File: src/rtl/ssr_pkg.sv
package ssr_pkg;
  localparam int unsigned AW         = 12;
  localparam int unsigned INSTR_BITS = 16;

  localparam logic [AW-1:0] A_PORTCFG = 12'h000;
  localparam logic [AW-1:0] A_RDSEL   = 12'h004;
  localparam logic [AW-1:0] A_PWRDN   = 12'h233;
  localparam logic [AW-1:0] A_UPDATE  = 12'h234;

  localparam int unsigned B_SRST = 5;
  localparam int unsigned B_4W   = 7;

  typedef struct packed {
    logic          rd;
    logic [1:0]    cnt_m1;
    logic          rsv;
    logic [AW-1:0] addr;
  } instr_t;

  function automatic logic [1:0] data_len(input logic [1:0] f);
    return (f == 2'd3) ? 2'd3 : f + 2'd1;
  endfunction
endpackage

File: src/rtl/ssr_sync.sv
module ssr_sync #(
  parameter int unsigned    W       = 3,
  parameter logic [W-1:0]   RST_VAL = '0
) (
  input  logic         clk,
  input  logic         rst_n,
  input  logic [W-1:0] async_i,
  output logic [W-1:0] lvl_o,
  output logic [W-1:0] rise_o
);
  for (genvar g = 0; g < W; g++) begin : g_bit
    logic [2:0] st_q;
    always_ff @(posedge clk or negedge rst_n) begin
      if (!rst_n) st_q <= {3{RST_VAL[g]}};
      else        st_q <= {st_q[1:0], async_i[g]};
    end
    assign lvl_o[g]  = st_q[1];
    assign rise_o[g] = st_q[1] & ~st_q[2];
  end
endmodule

File: src/rtl/ssr_frame.sv
module ssr_frame
  import ssr_pkg::*;
(
  input  logic          clk,
  input  logic          rst_n,
  input  logic          csn_s,
  input  logic          sclk_rise,
  input  logic          din,
  input  logic [7:0]    rd_data,
  output logic [AW-1:0] rd_addr,
  output logic          wr_en,
  output logic [AW-1:0] wr_addr,
  output logic [7:0]    wr_data,
  output logic          tx_bit,
  output logic          rd_phase
);
  logic [3:0]    bit_q, bit_d;
  logic          in_data_q, in_data_d;
  logic [1:0]    byte_q, byte_d;
  logic [1:0]    nbytes_q, nbytes_d;
  logic          is_rd_q, is_rd_d;
  logic [AW-1:0] addr_q, addr_d;
  logic [14:0]   sh_q, sh_d;
  logic [7:0]    tx_q, tx_d;
  logic [15:0]   rx_word;
  instr_t        instr;
  logic          unused_rsv;

  assign rx_word    = {sh_q, din};
  assign instr      = instr_t'(rx_word);
  assign unused_rsv = instr.rsv;

  always_comb begin
    bit_d     = bit_q;
    in_data_d = in_data_q;
    byte_d    = byte_q;
    nbytes_d  = nbytes_q;
    is_rd_d   = is_rd_q;
    addr_d    = addr_q;
    sh_d      = sh_q;
    tx_d      = tx_q;
    wr_en     = 1'b0;
    wr_addr   = addr_q;
    wr_data   = rx_word[7:0];
    rd_addr   = in_data_q ? addr_q - AW'(1) : instr.addr;
    if (csn_s) begin
      bit_d     = '0;
      in_data_d = 1'b0;
      byte_d    = '0;
      tx_d      = '0;
    end else if (sclk_rise) begin
      sh_d  = rx_word[14:0];
      bit_d = bit_q + 4'd1;
      if (!in_data_q) begin
        if (bit_q == 4'(INSTR_BITS - 1)) begin
          in_data_d = 1'b1;
          bit_d     = '0;
          byte_d    = '0;
          is_rd_d   = instr.rd;
          nbytes_d  = data_len(instr.cnt_m1);
          addr_d    = instr.addr;
          tx_d      = rd_data;
        end
      end else if (bit_q == 4'd7) begin
        bit_d  = '0;
        wr_en  = !is_rd_q && (byte_q < nbytes_q);
        addr_d = addr_q - AW'(1);
        if (byte_q != 2'd3) byte_d = byte_q + 2'd1;
        tx_d = (({1'b0, byte_q} + 3'd1) < {1'b0, nbytes_q}) ? rd_data : 8'h00;
      end
    end
  end

  always_ff @(posedge clk or negedge rst_n) begin
    if (!rst_n) begin
      bit_q     <= '0;
      in_data_q <= 1'b0;
      byte_q    <= '0;
      nbytes_q  <= '0;
      is_rd_q   <= 1'b0;
      addr_q    <= '0;
      sh_q      <= '0;
      tx_q      <= '0;
    end else begin
      bit_q     <= bit_d;
      in_data_q <= in_data_d;
      byte_q    <= byte_d;
      nbytes_q  <= nbytes_d;
      is_rd_q   <= is_rd_d;
      addr_q    <= addr_d;
      sh_q      <= sh_d;
      tx_q      <= tx_d;
    end
  end

  assign tx_bit   = tx_q[3'd7 - bit_q[2:0]];
  assign rd_phase = !csn_s && in_data_q && is_rd_q && (byte_q < nbytes_q);

  AST_BITCNT_RANGE: assert property (@(posedge clk) disable iff (!rst_n)
    in_data_q |-> (bit_q < 4'd8));
  AST_ABORT_IDLE: assert property (@(posedge clk) disable iff (!rst_n)
    csn_s |=> (!in_data_q && bit_q == 4'd0));
endmodule

File: src/rtl/ssr_bank.sv
module ssr_bank
  import ssr_pkg::*;
#(
  parameter int unsigned GEN_BASE  = 16,
  parameter int unsigned GEN_BYTES = 16
) (
  input  logic                   clk,
  input  logic                   rst_n,
  input  logic                   wr_en,
  input  logic [AW-1:0]          wr_addr,
  input  logic [7:0]             wr_data,
  input  logic [AW-1:0]          rd_addr,
  output logic [7:0]             rd_data,
  output logic                   four_wire,
  output logic [GEN_BYTES*8-1:0] act_gen_o,
  output logic [2:0]             act_pwr_o
);
  localparam int unsigned IDX_W = (GEN_BYTES > 1) ? $clog2(GEN_BYTES) : 1;
  localparam logic [AW-1:0] BASE = AW'(GEN_BASE);
  localparam logic [AW-1:0] SPAN = AW'(GEN_BYTES);

  typedef logic [GEN_BYTES-1:0][7:0] bank_t;

  bank_t      shd_gen_q, shd_gen_d, act_gen_q, act_gen_d;
  logic [2:0] shd_pwr_q, shd_pwr_d, act_pwr_q, act_pwr_d;
  logic       four_q, four_d, srst_q, srst_d, rdsel_q, rdsel_d, upd_q, upd_d;
  logic [AW-1:0]    wr_off, rd_off;
  logic             wr_hit, rd_hit;
  logic [IDX_W-1:0] wr_idx, rd_idx;

  assign wr_off = wr_addr - BASE;
  assign rd_off = rd_addr - BASE;
  assign wr_hit = wr_off < SPAN;
  assign rd_hit = rd_off < SPAN;
  assign wr_idx = wr_off[IDX_W-1:0];
  assign rd_idx = rd_off[IDX_W-1:0];

  always_comb begin
    shd_gen_d = shd_gen_q;
    act_gen_d = act_gen_q;
    shd_pwr_d = shd_pwr_q;
    act_pwr_d = act_pwr_q;
    four_d    = four_q;
    rdsel_d   = rdsel_q;
    srst_d    = 1'b0;
    upd_d     = 1'b0;
    if (srst_q) begin
      shd_gen_d = '0;
      act_gen_d = '0;
      shd_pwr_d = '0;
      act_pwr_d = '0;
      four_d    = 1'b0;
      rdsel_d   = 1'b0;
    end else begin
      if (upd_q) begin
        act_gen_d = shd_gen_q;
        act_pwr_d = shd_pwr_q;
      end
      if (wr_en) begin
        if (wr_addr == A_PORTCFG) begin
          four_d = wr_data[B_4W];
          srst_d = wr_data[B_SRST];
        end
        if (wr_addr == A_RDSEL)  rdsel_d   = wr_data[0];
        if (wr_addr == A_PWRDN)  shd_pwr_d = wr_data[2:0];
        if (wr_addr == A_UPDATE) upd_d     = wr_data[0];
        if (wr_hit)              shd_gen_d[wr_idx] = wr_data;
      end
    end
  end

  always_comb begin
    rd_data = 8'h00;
    if (rd_addr == A_PORTCFG) rd_data = {four_q, 1'b0, srst_q, 5'b0};
    if (rd_addr == A_RDSEL)   rd_data = {7'b0, rdsel_q};
    if (rd_addr == A_PWRDN)   rd_data = {5'b0, rdsel_q ? shd_pwr_q : act_pwr_q};
    if (rd_hit)               rd_data = rdsel_q ? shd_gen_q[rd_idx] : act_gen_q[rd_idx];
  end

  always_ff @(posedge clk or negedge rst_n) begin
    if (!rst_n) begin
      shd_gen_q <= '0;
      act_gen_q <= '0;
      shd_pwr_q <= '0;
      act_pwr_q <= '0;
      four_q    <= 1'b0;
      srst_q    <= 1'b0;
      rdsel_q   <= 1'b0;
      upd_q     <= 1'b0;
    end else begin
      shd_gen_q <= shd_gen_d;
      act_gen_q <= act_gen_d;
      shd_pwr_q <= shd_pwr_d;
      act_pwr_q <= act_pwr_d;
      four_q    <= four_d;
      srst_q    <= srst_d;
      rdsel_q   <= rdsel_d;
      upd_q     <= upd_d;
    end
  end

  assign four_wire = four_q;
  assign act_gen_o = act_gen_q;
  assign act_pwr_o = act_pwr_q;

  AST_UPD_PULSE: assert property (@(posedge clk) disable iff (!rst_n)
    upd_q |=> !upd_q);
  AST_UPD_COPY: assert property (@(posedge clk) disable iff (!rst_n)
    (upd_q && !srst_q) |=> (act_gen_q == $past(shd_gen_q) && act_pwr_q == $past(shd_pwr_q)));
  AST_ACT_HOLD: assert property (@(posedge clk) disable iff (!rst_n)
    (!$stable(act_gen_q) || !$stable(act_pwr_q)) |-> $past(upd_q || srst_q));
  AST_SRST_CLEAR: assert property (@(posedge clk) disable iff (!rst_n)
    srst_q |=> (act_gen_q == '0 && shd_gen_q == '0 && act_pwr_q == '0 && !four_q && !rdsel_q && !srst_q));
endmodule

File: src/rtl/spi_shadow_regs.sv
module spi_shadow_regs
  import ssr_pkg::*;
#(
  parameter int unsigned GEN_BASE  = 16,
  parameter int unsigned GEN_BYTES = 16
) (
  input  logic                   clk,
  input  logic                   rst_n,
  input  logic                   spi_csn,
  input  logic                   spi_sclk,
  input  logic                   sdio_i,
  output logic                   sdio_o,
  output logic                   sdio_oe,
  output logic                   sdo_o,
  output logic                   sdo_oe,
  output logic [GEN_BYTES*8-1:0] act_gen_o,
  output logic [2:0]             pwr_down_o
);
  logic [1:0]    rst_pipe;
  logic          rst_n_i;
  logic [2:0]    sync_lvl, sync_rise;
  logic          unused_rise;
  logic [AW-1:0] rd_addr, wr_addr;
  logic [7:0]    rd_data, wr_data;
  logic          wr_en, tx_bit, rd_phase, four_wire;

  always_ff @(posedge clk or negedge rst_n) begin
    if (!rst_n) rst_pipe <= '0;
    else        rst_pipe <= {rst_pipe[0], 1'b1};
  end
  assign rst_n_i = rst_pipe[1];

  ssr_sync #(.W(3), .RST_VAL(3'b001)) u_sync (
    .clk     (clk),
    .rst_n   (rst_n_i),
    .async_i ({sdio_i, spi_sclk, spi_csn}),
    .lvl_o   (sync_lvl),
    .rise_o  (sync_rise)
  );
  assign unused_rise = sync_rise[0] ^ sync_rise[2];

  ssr_frame u_frame (
    .clk       (clk),
    .rst_n     (rst_n_i),
    .csn_s     (sync_lvl[0]),
    .sclk_rise (sync_rise[1]),
    .din       (sync_lvl[2]),
    .rd_data   (rd_data),
    .rd_addr   (rd_addr),
    .wr_en     (wr_en),
    .wr_addr   (wr_addr),
    .wr_data   (wr_data),
    .tx_bit    (tx_bit),
    .rd_phase  (rd_phase)
  );

  ssr_bank #(.GEN_BASE(GEN_BASE), .GEN_BYTES(GEN_BYTES)) u_bank (
    .clk       (clk),
    .rst_n     (rst_n_i),
    .wr_en     (wr_en),
    .wr_addr   (wr_addr),
    .wr_data   (wr_data),
    .rd_addr   (rd_addr),
    .rd_data   (rd_data),
    .four_wire (four_wire),
    .act_gen_o (act_gen_o),
    .act_pwr_o (pwr_down_o)
  );

  assign sdio_oe = rd_phase && !four_wire;
  assign sdo_oe  = rd_phase && four_wire;
  assign sdio_o  = sdio_oe && tx_bit;
  assign sdo_o   = sdo_oe && tx_bit;

  AST_OE_EXCLUSIVE: assert property (@(posedge clk) disable iff (!rst_n_i)
    !(sdio_oe && sdo_oe));
endmodule

File: config.mk
export PLATFORM = sky130hd
export DESIGN_NAME = spi_shadow_regs
export DESIGN_NICKNAME = d
export VERILOG_FILES = /design/src/rtl/ssr_pkg.sv /design/src/rtl/ssr_sync.sv /design/src/rtl/ssr_frame.sv /design/src/rtl/ssr_bank.sv /design/src/rtl/spi_shadow_regs.sv
export SDC_FILE = /design/constraint.sdc
export NUM_CORES = 1
export LEC_CHECK = 0
export BUFFER_PORTS_ARGS = -buffer_cell sky130_fd_sc_hd__buf_2
export CAP_MARGIN = 10
export CORE_MARGIN = 2
export CORE_UTILIZATION = 50
export CTS_CLUSTER_SIZE = 25
export DETAILED_ROUTE_END_ITERATION = 8
export MAX_ROUTING_LAYER = met4
export PLACE_DENSITY = 0.69
export SYNTH_ARGS = -nofsm -noshare
export SYNTH_HDL_FRONTEND = slang
export SYNTH_HIERARCHICAL = 1
export SYNTH_SLANG_ARGS = --single-unit
File: constraint.sdc
create_clock -name clk -period 14.6 [get_ports clk]
set_input_delay 2.92 -clock clk [delete_from_list [all_inputs] [get_ports clk]]
set_output_delay 2.92 -clock clk [all_outputs]
set_load 0.005 [all_outputs]
; ---- Yosys cells after proc, flatten, opt, wreduce, memory -nomap -nowiden
; Cells that the tools add are included.
[classes]
n_addsub = 8
n_lt_le_gt_ge = 8
n_eq_ne = 12
mux = 67
n_bitwise = 4
n_reduce_logical = 32
[ops]
columns = op, n
row1 = 128-bit two-way mux, 5
row2 = 128-bit bitwise mux, 1
row3 = 8-bit two-way mux, 14
row4 = 8-bit binary-select mux with 4-bit select, 2
row5 = 12-bit two-way mux, 4
row6 = "12-bit by 10-bit equality test with 1-bit output, second input constant", 3
row7 = 8-bit demux with 4-bit select, 1
row8 = "12-bit by 3-bit equality test with 1-bit output, second input constant", 2
row9 = 12-bit logical NOT, 2
row10 = "12-bit by 5-bit < comparator with 1-bit output, second input constant", 2
row11 = "12-bit by 5-bit subtractor with 12-bit output, second input constant", 2
row12 = 1-bit two-way mux, 21
row13 = 4-bit two-way mux, 5
row14 = 3-bit two-way mux, 6
row15 = 2-bit nonzero test, 8
row16 = 2-bit two-way mux, 7
row17 = 4-bit AND reduction, 3
row18 = "12-bit by 1-bit subtractor with 12-bit output, second input constant", 1
row19 = "4-bit by 5-bit < comparator with 1-bit output, second input constant", 2
row20 = 2-bit AND reduction, 5
row21 = 1-bit logical AND, 9
row22 = "3-bit != test, second input constant", 2
row23 = "2-bit by 1-bit adder with 2-bit output, second input constant", 2
row24 = "4-bit by 1-bit adder with 4-bit output, second input constant", 1
row25 = other kinds (16), 21
[totals]
register_bits = 320
inputBits = 5
out_inout_bits = 135
wordCells = 181

; ---- Longest topological paths before layout
; Gate-level depths: netlist of the first run.
[depth]
depth_word = 12
mapped_depth = 13
mapped_depth_nobuf = 12

; ---- Hierarchy
; The synthesis of the first run kept the hierarchy.
[modules_own_cells]
columns = module, n_inst, cells_each, area_per_inst_um2, seq_area_each_um2
row1 = ssr_bank, 1, 1132, 13136.3, 6656.4
row2 = ssr_frame, 1, 270, 2748.9, 1126.1
row3 = ssr_sync, 1, 15, 292.8, 229.0
row4 = spi_shadow_regs, 1, 7, 87.6, 50.0

; ---- Least setup slack after synthesis of the first run
; OpenSTA, ideal clock, no wires.
[synth_path]
kind = register -> output
from = register u_sync.g_bit[0].st_q[1]
to = output port sdo_o
arrival_ns = 1.417
required_ns = 11.680
slack_ns = 10.263
path_stages_with_launch = 6
n_path_buf = 3
path_cell_list = dfstp_2 -> buf_4 -> buf_2 -> clkbuf_1 -> and3b_1 -> and3_2
[synth_between]
elab_chain_cells = 6
[synth_rtl]
columns = element, line
row1 = start: declaration, ssr_sync.sv:12  ; logic [2:0] st_q;
row2 = start signal: assignment, ssr_sync.sv:14  ; if (!rst_n) st_q <= {3{RST_VAL[g]}};
row3 = start signal: assignment, ssr_sync.sv:15  ; else st_q <= {st_q[1:0], async_i[g]};
row4 = 1-bit logical NOT, ssr_frame.sv:97  ; assign rd_phase = !csn_s && in_data_q && is_rd_q && (byte_q < nbytes_q);
row5 = 1-bit logical AND (3 in series), ssr_frame.sv:97
row6 = named net rd_phase, spi_shadow_regs.sv:25  ; logic wr_en, tx_bit, rd_phase, four_wire;
row7 = 1-bit logical AND, spi_shadow_regs.sv:71  ; assign sdo_oe = rd_phase && four_wire;
row8 = 1-bit logical AND, spi_shadow_regs.sv:73  ; assign sdo_o = sdo_oe && tx_bit;
row9 = end: declaration, spi_shadow_regs.sv:14  ; output logic sdo_o,
; The timed path passes the listed nets, and every way through them passes these cells.

; ---- Worst setup path in the final report of the first run
[layout_path]
from = register u_frame.bit_q[0]
to = output port sdio_o
[layout_between]
elab_chain_cells = 4
[layout_rtl]
columns = element, line
row1 = start: declaration, ssr_frame.sv:17  ; logic [3:0] bit_q, bit_d;
row2 = start signal: assignment, ssr_frame.sv:85  ; bit_q <= bit_d;
row3 = 3-bit subtractor, ssr_frame.sv:96  ; assign tx_bit = tx_q[3'd7 - bit_q[2:0]];
row4 = 1-bit binary-select mux with 3-bit select, ssr_frame.sv:96
row5 = 1-bit two-way mux (not written as such), ssr_frame.sv:96
row6 = named net tx_bit, spi_shadow_regs.sv:25
row7 = 1-bit logical AND, spi_shadow_regs.sv:72  ; assign sdio_o = sdio_oe && tx_bit;
row8 = end: declaration, spi_shadow_regs.sv:12  ; output logic sdio_o,
; The timed path passes the listed nets, and every way through them passes these cells. The select of a mux whose other input is x is not followed.

==> results of run 1 <==
how the worst max path moves through the flow:
stage	start	to
floorplan	rst_pipe[1]	u_bank/act_gen_o[0]
global placement	u_frame/bit_q[0]	sdio_o
CTS	u_frame/bit_q[0]	sdio_o
detailed placement	u_frame/bit_q[0]	sdio_o
global route	u_frame/bit_q[0]	sdio_o
finish	u_frame/bit_q[0]	sdio_o
power groups by stage:
stage / Combinational (W) / Sequential, W / Clock (W)
after floorplan: 0.000147 / 0.000937 / 0
after global placement: 0.000165 / 0.000973 / 0
after detailed placement: 0.000167 / 0.000975 / 0
after CTS: 0.000168 / 0.000958 / 0.00101
after global routing: 0.000181 / 0.000962 / 0.00105
final: 0.000169 / 0.000960 / 0.00100
registers in the layout, summed over array words and instances, names as in the netlist:
signal             count
u_bank/act_gen_o     128
u_bank/shd_gen_q     128
u_frame/sh_q          15
u_frame/wr_addr       12
u_frame/tx_q           8
u_sync/g_bit.st_q      7
u_frame/bit_q          4
u_bank/act_pwr_o       3
u_bank/shd_pwr_q       3
rst_pipe               2
u_frame/byte_q         2
u_frame/nbytes_q       2
u_bank/four_wire       1
u_bank/rdsel_q         1
u_bank/srst_q          1
u_bank/upd_q           1
u_frame/in_data_q      1
u_frame/is_rd_q        1
placed cells by master, fill, tap and decap left out, types with 12 or more instances in the layout:
master     count
nand2_1       75
clkbuf_16     37
clkbuf_8      14
buf_4         15
mux2_2        26
mux2i_1      232
nand3_1       12
dfrtp_1      315
mux4_2        66
nor2_1       249
o21ai_0       62
a21oi_1       68
buf_2        139
cell type report:
cell class | instances | area (µm²)
flip-flops and latches | 320 | 8020
multi-input cells | 965 | 7590
well taps | 402 | 503
inverters | 11 | 41.3
clock inverters | 11 | 205
clock buffers | 52 | 1120
fillers | 2644 | 13400
repair buffers | 156 | 848
metal layers:
layer	global-route usage, %	share of wire (%)	up-vias
met3	4.81	9.0	89
met5	-	0	-
met4	10.2	3.3	0
li1	-	-	5188
met1	39.8	43	5977
met2	39.6	45	551
metrics by stage:
stage,cells,util [%],instance area (µm²),hold WS (ns),power [W]
2_1_floorplan,1419,-,16200,0.331,0.00108
3_3_place_gp,1854,53.6,17000,0.336,0.00114
5_1_grt,1917,57.8,18300,0.357,0.00219
4_1_cts,1917,57.8,18300,0.354,0.00214
6_report,1917,57.8,18300,0.350,0.00213
3_5_place_dp,1854,53.6,17000,0.343,0.00114
==> impl_metrics.env, run 1 <==
export IMPL_status="complete, no violations"
export IMPL_hold_buffers=0
export IMPL_syn_area_um2=16200
export IMPL_grt_pass1_wl_mm=69.6
export IMPL_setup_tns_ns=0
export IMPL_hp_class="reg -> reg"
export IMPL_track_usage_pct=27.7
export IMPL_final_hold_viol_count=0
export IMPL_tritoncts="yes"
export IMPL_fin_crit_sh_pct=34.8
export IMPL_ir_worst_vdd_uv=79.6
export IMPL_synth_fp_nets=1429
export IMPL_wl_per_cell_um=23.3
export IMPL_viasPerCell=6.16
export IMPL_clkTransAtPathRegs_ns=0.06
export IMPL_cp_start_kind="flip-flop"
export IMPL_initial_core_util_pct=51.0
export IMPL_critical_path_class="reg -> out"
export IMPL_ios=140
export IMPL_first_pass_iters=5
export IMPL_worst_pin_slew_ns=1.13
export IMPL_htreeDepth=2
export IMPL_slew_headroom_pct=24.8
export IMPL_rsz0062_at_grt="false"
export IMPL_gp_congestion=0.879
export IMPL_cts_root_buffer="clkbuf_16"
export IMPL_leakage_nw=8.67
export IMPL_cts_sinks=320
export IMPL_timing_rr_end="u_frame/tx_q[2]"
export IMPL_clock_latency_ns=0.52
export IMPL_hold_start="rst_pipe[0]"
export IMPL_pwr_share_seq_pct=45.1
export IMPL_place_ws_ns=10.05
export IMPL_final_max_slew_violation_count=0
export IMPL_comb_power_share_pct=7.9
export IMPL_drc=0
export IMPL_p_int_w=0.00160
export IMPL_antenna_found_initial=0
export IMPL_syn_to_final_growth_pct=13.3
export IMPL_cpMaxStageDelayCell="mux4_2"
export IMPL_p_per_area_nw_per_um2=116
export IMPL_cp_max_fo=6
export IMPL_die_w_um=184
export IMPL_ant_nets=0
export IMPL_hpwl_mm=28.6
export IMPL_yosysWarnings=6
export IMPL_dr_total_vias=11800
export IMPL_critical_path_buf_inv_count=1
export IMPL_grt_max_degree=211
export IMPL_maxCapViolations=0
export IMPL_max_stage_delay_ns=0.54
export IMPL_grt_pass1_vias=11700
export IMPL_fin_nets=1500
export IMPL_numCtsBuffers=36
export IMPL_cp_cell_sequence="mux4_2, mux2_2, and3b_2, buf_2"
export IMPL_wl_mm=44.7
export IMPL_worstReg2RegStart="u_frame/wr_addr[0]"
export IMPL_endpoint_kind="output port"
export IMPL_worstRegToRegCells=10
export IMPL_swShare_pct=25.0
export IMPL_setup_viol=0
export IMPL_die_area_um2=33800
export IMPL_port_buffers=139
export IMPL_drtIter0Drc=1394
export IMPL_drive_above_1_share_pct=23.6
export IMPL_cts_resized=0
export IMPL_min_to="rst_pipe[1]"
export IMPL_fin_worst_skew_ns=0.0133
export IMPL_hold_depth=0
export IMPL_diodes=0
export IMPL_fin_ws_ns=9.52
export IMPL_cp_top_family="multiplexers"
export IMPL_grt_overflow_total=0
export IMPL_synth_area_per_cell_um2=11.4
export IMPL_max_freq_mhz=197
export IMPL_fin_crit_ns=5.08
export IMPL_arrival_ns=2.16
export IMPL_die_y_um=184
export IMPL_synthCells=1419
export IMPL_p_sw_w=0.000532
export IMPL_rrSetupSlack_ns=10.50
export IMPL_rows=65
export IMPL_clock_path_buffers=3
export IMPL_clkPwrFrac_pct=47.0
export IMPL_path_depth=4
export IMPL_core_area_um2=31700
export IMPL_cts_setup_buffers=0
export IMPL_critPathRequiredTime_ns=11.68
(Power assumes the default switching activity.)
==> run 2, diff against run 1 <==
==> constraint.sdc (replaced) <==
create_clock -name clk -period 4.7 [get_ports clk]
set_input_delay 0.94 -clock clk [delete_from_list [all_inputs] [get_ports clk]]
set_output_delay 0.94 -clock clk [all_outputs]
set_load 0.005 [all_outputs]
==> run 2 against run 1 <==
Register-to-register slack worse by 9.4 ns. Design area about the same. Clock skew grew 0.0019 ns. Via count fell by 0.53%. Highest routed layer unchanged. Critical path type is now reg -> reg. Critical endpoint is now u_frame/tx_q[0]. Clock power rose to 2.9 times the previous value.
==> impl_metrics.env, run 2 (synthesized netlist as in run 1, its figures left out) <==
export IMPL_cts_root_buffer="clkbuf_16"
export IMPL_slew_headroom_pct=34.0
export IMPL_critical_path_class="reg -> reg"
export IMPL_numCtsBuffers=36
export IMPL_final_max_slew_violation_count=0
export IMPL_setup_tns_ns=0
export IMPL_cts_sinks=320
export IMPL_rows=65
export IMPL_first_pass_iters=5
export IMPL_arrival_ns=4.04
export IMPL_timing_rr_end="u_frame/tx_q[0]"
export IMPL_critPathRequiredTime_ns=5.11
export IMPL_endpoint_kind="flip-flop"
export IMPL_die_y_um=184
export IMPL_max_freq_mhz=276
export IMPL_cp_max_fo=25
export IMPL_worstRegToRegCells=11
export IMPL_clkTransAtPathRegs_ns=0.06
export IMPL_cts_resized=0
export IMPL_critPathLaunch="u_frame/wr_addr[0]"
export IMPL_grt_max_degree=150
export IMPL_cts_setup_buffers=0
export IMPL_setup_viol=0
export IMPL_wl_mm=45.4
export IMPL_dr_total_vias=11700
export IMPL_multi_input_area_um2=7590
export IMPL_htreeDepth=2
export IMPL_syn_to_final_growth_pct=13.4
export IMPL_leakage_nw=8.67
export IMPL_fin_crit_ns=3.63
export IMPL_p_per_area_nw_per_um2=351
export IMPL_fin_worst_skew_ns=0.0152
export IMPL_layout_commonest_cell="dfrtp_1"
export IMPL_gp_congestion=0.909
export IMPL_dp_cells=1861
export IMPL_rrSetupSlack_ns=1.07
export IMPL_grt_pass1_wl_mm=70.6
export IMPL_worstReg2RegStart="u_frame/wr_addr[0]"
export IMPL_final_cell_mix="315 x dfrtp_1, 249 x nor2_1, 232 x mux2i_1, 139 x buf_2, 75 x nand2_1"
export IMPL_fin_cells=1925
export IMPL_die_area_um2=33800
export IMPL_ant_nets=0
export IMPL_rsz0062_at_grt="false"
export IMPL_worstSetupEndpoint="u_frame/tx_q[0]"
export IMPL_final_hold_viol_count=0
export IMPL_tritoncts="yes"
export IMPL_die_w_um=184
export IMPL_drtIter0Drc=1254
export IMPL_whs_ns=0.193
export IMPL_ir_worst_vdd_uv=236
export IMPL_worst_pin_slew_ns=0.983
export IMPL_viasPerCell=6.10
export IMPL_antenna_found_initial=0
export IMPL_grt_pass1_vias=11400
export IMPL_clock_latency_ns=0.53
export IMPL_drive_above_1_share_pct=23.5
export IMPL_initial_core_util_pct=51.0
export IMPL_hpwl_mm=29.9
export IMPL_fin_nets=1507
export IMPL_wl_per_cell_um=23.6
export IMPL_grt_overflow_total=0
export IMPL_ios=140
export IMPL_cpMaxStageDelayCell="a21oi_4"
export IMPL_maxCapViolations=0
export IMPL_port_buffers=139
export IMPL_hold_buffers=0
export IMPL_track_usage_pct=28.2
export IMPL_max_stage_delay_ns=0.74
export IMPL_drc=0
export IMPL_nFillCells=2664
export IMPL_cp_start_kind="flip-flop"
export IMPL_cp_cell_sequence="inv_1, ha_1, xnor2_1, a21oi_4, buf_12, mux4_2, mux2i_1, a2111oi_0, a31oi_1, o21ai_0, a31o_2"
export IMPL_status="complete, no violations"
export IMPL_hp_class="in -> async"
export IMPL_register_area_um2=8020
export IMPL_diodes=0
export IMPL_core_area_um2=31700
export IMPL_fin_crit_sh_pct=77.2
export IMPL_clock_path_buffers=3
-- run 2: report_power, final --
group	switching [W]	internal (W)
registers	0.000188	0.00279
clock network	0.00114	0.00179
logic	0.000338	0.000201
-- run 2: final cells by class --
cell class              instances  area share (%)
clock inverters                 9           0.750
flip-flops and latches        320            43.7
well taps                     402            2.74
inverters                      11           0.225
repair buffers                163            5.18
clock buffers                  55            6.02
multi-input cells             965            41.4
-- run 2: how the worst min path moves through the flow --
| stage | to | slack, ns | cells past startpoint |
|---|---|---|---|
| 3_5_place_dp | u_bank/act_gen_o[113] | 0.27 | 0 |
| 3_3_place_gp | u_bank/act_gen_o[113] | 0.27 | 0 |
| 4_1_cts | rst_pipe[1] | 0.18 | 1 |
| 2_1_floorplan | rst_pipe[1] | 0.33 | 0 |
| 5_1_grt | rst_pipe[1] | 0.18 | 1 |
| 6_report | rst_pipe[1] | 0.19 | 1 |
-- run 2: critical path, delay by kind of cell (launching register included) --
kind | cells | cell delay (ns)
fa+ha+maj | 1 | 0.27
compound gates | 5 | 1.41
mux | 2 | 0.57
flops | 1 | 0.65
buf+inv | 2 | 0.46
xor+xnor | 1 | 0.16
-- run 2: through the flow --
step           total power (W)  worst slack [ns]  utilization [%]  area [µm²]
3_3_place_gp           0.00356              1.20             53.9       17100
5_1_grt                0.00666             0.741             57.9       18400
2_1_floorplan          0.00337              1.53                -       16200
3_5_place_dp           0.00356              1.11             53.9       17100
4_1_cts                0.00649              1.08             57.9       18400
6_report               0.00645              1.07             57.9       18400
-- run 2: routing by layer --
layer	global-route usage [%]	vias to the layer above	wire length, µm	share of wire, %
li1	-	5210	-	-
met1	40.2	5939	19900	44
met2	39.8	499	20100	44
met3	6.81	95	3930	8.7
met4	9.06	0	1410	3.1
met5	-	-	0	0
==> run 3, diff against run 2 <==
--- a/config.mk
+++ b/config.mk
@@ -12,7 +12,7 @@
 export CTS_CLUSTER_SIZE = 25
 export DETAILED_ROUTE_END_ITERATION = 8
 export MAX_ROUTING_LAYER = met4
-export PLACE_DENSITY = 0.69
+export PLACE_DENSITY = 0.71
 export SYNTH_ARGS = -nofsm -noshare
 export SYNTH_HDL_FRONTEND = slang
 export SYNTH_HIERARCHICAL = 1
==> constraint.sdc (replaced) <==
create_clock -name clk -period 3.3 [get_ports clk]
set_input_delay 0.66 -clock clk [delete_from_list [all_inputs] [get_ports clk]]
set_output_delay 0.66 -clock clk [all_outputs]
set_load 0.005 [all_outputs]
==> run 3 against run 2 <==
Critical path depth down 1. First-iteration DRC count down 0.64%. Non-clock buffer count up 54. Sequential share of layout area down 1.0 points. Power up 41%. Routed wire length up 1.2%. Hold slack better by 0.045 ns. Design area up 2.4%. Sequential power up 36%. Die area unchanged. Clock-buffer cell count down 8.
==> impl_metrics.env, run 3 (synthesized netlist as in run 1, its figures left out) <==
export IMPL_setup_viol=0
export IMPL_cp_start_kind="flip-flop"
export IMPL_numCtsBuffers=35
export IMPL_ant_nets=0
export IMPL_min_to="u_sync/g_bit[0].st_q[0]"
export IMPL_status="complete, no violations"
export IMPL_fin_crit_ns=3.07
export IMPL_fin_worst_skew_ns=0.0259
export IMPL_critical_path_buf_inv_count=1
export IMPL_cts_sinks=320
export IMPL_comb_power_share_pct=11.8
export IMPL_hold_start="spi_csn"
export IMPL_leakage_nw=8.94
export IMPL_worst_pin_slew_ns=1.00
export IMPL_arrival_ns=3.48
export IMPL_ios=140
export IMPL_first_pass_iters=5
export IMPL_worstReg2RegStart="u_frame/wr_addr[3]"
export IMPL_grt_pass1_wl_mm=71.4
export IMPL_grt_pass1_vias=11900
export IMPL_swShare_pct=26.2
export IMPL_pwr_share_seq_pct=44.3
export IMPL_syn_to_final_growth_pct=16.2
export IMPL_whs_ns=0.238
export IMPL_cp_max_fo=22
export IMPL_clkTransAtPathRegs_ns=0.06
export IMPL_drc=0
export IMPL_fin_cells=1977
export IMPL_gp_congestion=0.977
export IMPL_final_max_slew_violation_count=0
export IMPL_dr_total_vias=12200
export IMPL_p_sw_w=0.00238
export IMPL_fin_crit_sh_pct=93.0
export IMPL_final_hold_viol_count=0
export IMPL_tritoncts="yes"
export IMPL_maxCapViolations=0
export IMPL_dp_cells=1913
export IMPL_layout_commonest_cell="dfrtp_1"
export IMPL_die_w_um=184
export IMPL_max_freq_mhz=326
export IMPL_critical_path_class="reg -> reg"
export IMPL_p_int_w=0.00672
export IMPL_wl_per_cell_um=23.2
export IMPL_initial_core_util_pct=51.0
export IMPL_cpMaxStageDelayCell="dfrtp_1"
export IMPL_post_route_util_pct=59.3
export IMPL_final_cell_mix="315 x dfrtp_1, 249 x nor2_1, 232 x mux2i_1, 139 x buf_2, 75 x nand2_1"
export IMPL_endpoint_kind="flip-flop"
export IMPL_hold_depth=1
export IMPL_track_usage_pct=28.5
export IMPL_die_y_um=184
export IMPL_htreeDepth=2
export IMPL_rows=65
export IMPL_clkPwrFrac_pct=43.9
export IMPL_hpwl_mm=31.5
export IMPL_core_area_um2=31700
export IMPL_viasPerCell=6.15
export IMPL_cp_cell_sequence="nor4_4, nor2_1, a21oi_2, buf_4, mux4_2, a221oi_1, o221ai_1, o211ai_1, nand2_1, a31o_2"
export IMPL_rrSetupSlack_ns=0.23
export IMPL_critPathRequiredTime_ns=3.71
export IMPL_drtIter0Drc=1246
export IMPL_worstRegToRegCells=10
export IMPL_cts_root_buffer="clkbuf_16"
export IMPL_rsz0062_at_grt="false"
export IMPL_grt_overflow_total=0
export IMPL_clock_latency_ns=0.54
export IMPL_antenna_found_initial=2
export IMPL_p_per_area_nw_per_um2=484
export IMPL_max_stage_delay_ns=0.53
export IMPL_timing_rr_end="u_frame/tx_q[5]"
export IMPL_cts_resized=0
export IMPL_drive_above_1_share_pct=25.9
export IMPL_setup_tns_ns=0
export IMPL_grt_max_degree=90
export IMPL_total_power_w=0.00910
export IMPL_wl_mm=45.9
export IMPL_slew_headroom_pct=33.1
export IMPL_die_area_um2=33800
export IMPL_hp_class="in -> reg"
export IMPL_cp_top_family="compound AO/OA/AOI/OAI gates"
export IMPL_ir_worst_vdd_uv=337
export IMPL_port_buffers=139
export IMPL_clock_path_buffers=3
export IMPL_fin_nets=1560
==> run 3: power groups by stage <==
stage               clock [W]  sequential, W  combinational [W]
CTS                   0.00407        0.00404            0.00105
detailed placement          0        0.00411            0.00105
global route          0.00424        0.00404            0.00112
global placement            0        0.00411            0.00104
floorplan                   0        0.00414           0.000649
finish                0.00400        0.00404            0.00107
==> run 3: area by class of cell <==
class / instances / area [µm²]
Inverter: 11 / 41.3
Timing Repair Buffer: 217 / 1460
Multi-Input combinational cell: 965 / 7590
Antenna cell: 2 / 5.00
Fill cell: 2563 / 12900
Clock buffer: 47 / 971
Sequential cell: 320 / 8020
Clock inverter: 13 / 203
Tap cell: 402 / 503
==> run 3: worst max path at each step <==
stage | slack (ns) | start | cells after the start | to
after global routing | 0.02 | u_frame/bit_q[0] | 13 | u_bank/shd_gen_q[64]
after floorplan | 0.13 | rst_pipe[1] | 0 | u_bank/act_gen_o[0]
final | 0.23 | u_frame/wr_addr[3] | 10 | u_frame/tx_q[5]
after CTS | 0.18 | u_frame/bit_q[0] | 10 | u_bank/shd_pwr_q[2]
after global placement | 0.32 | u_frame/bit_q[0] | 10 | u_bank/shd_pwr_q[2]
after detailed placement | 0.20 | u_frame/bit_q[0] | 10 | u_bank/shd_pwr_q[2]
==> run 3: worst register-to-register path, stage by stage, from the launching register on <==
cell and delay (ns):
dfrtp_1 0.53, nor4_4 0.49, nor2_1 0.13, a21oi_2 0.23, buf_4 0.32, mux4_2 0.34
a221oi_1 0.35, o221ai_1 0.18, o211ai_1 0.12, nand2_1 0.07, a31o_2 0.20
==> run 3: per-layer routing <==
| layer | up-vias | GRT usage, % | routed length, µm |
|---|---|---|---|
| li1 | 5297 | - | - |
| met1 | 6183 | 40.2 | 19900 |
| met2 | 572 | 41.5 | 20600 |
| met3 | 101 | 5.47 | 3720 |
| met4 | 0 | 9.86 | 1690 |
| met5 | - | - | 0 |
==> run 3: timing repair <==
action,CTS,global route
hold endpoints to repair,2,0
endpoints found under the setup margin,0,103
setup buffers,0,1
hold buffers,1,0
==> run 3: stage by stage <==
stage	setup WS, ns	area [µm²]
6_report	0.231	18800
5_1_grt	0.0248	18800
4_1_cts	0.176	18800
3_5_place_dp	0.196	17600
3_3_place_gp	0.320	17600
2_1_floorplan	0.127	16200
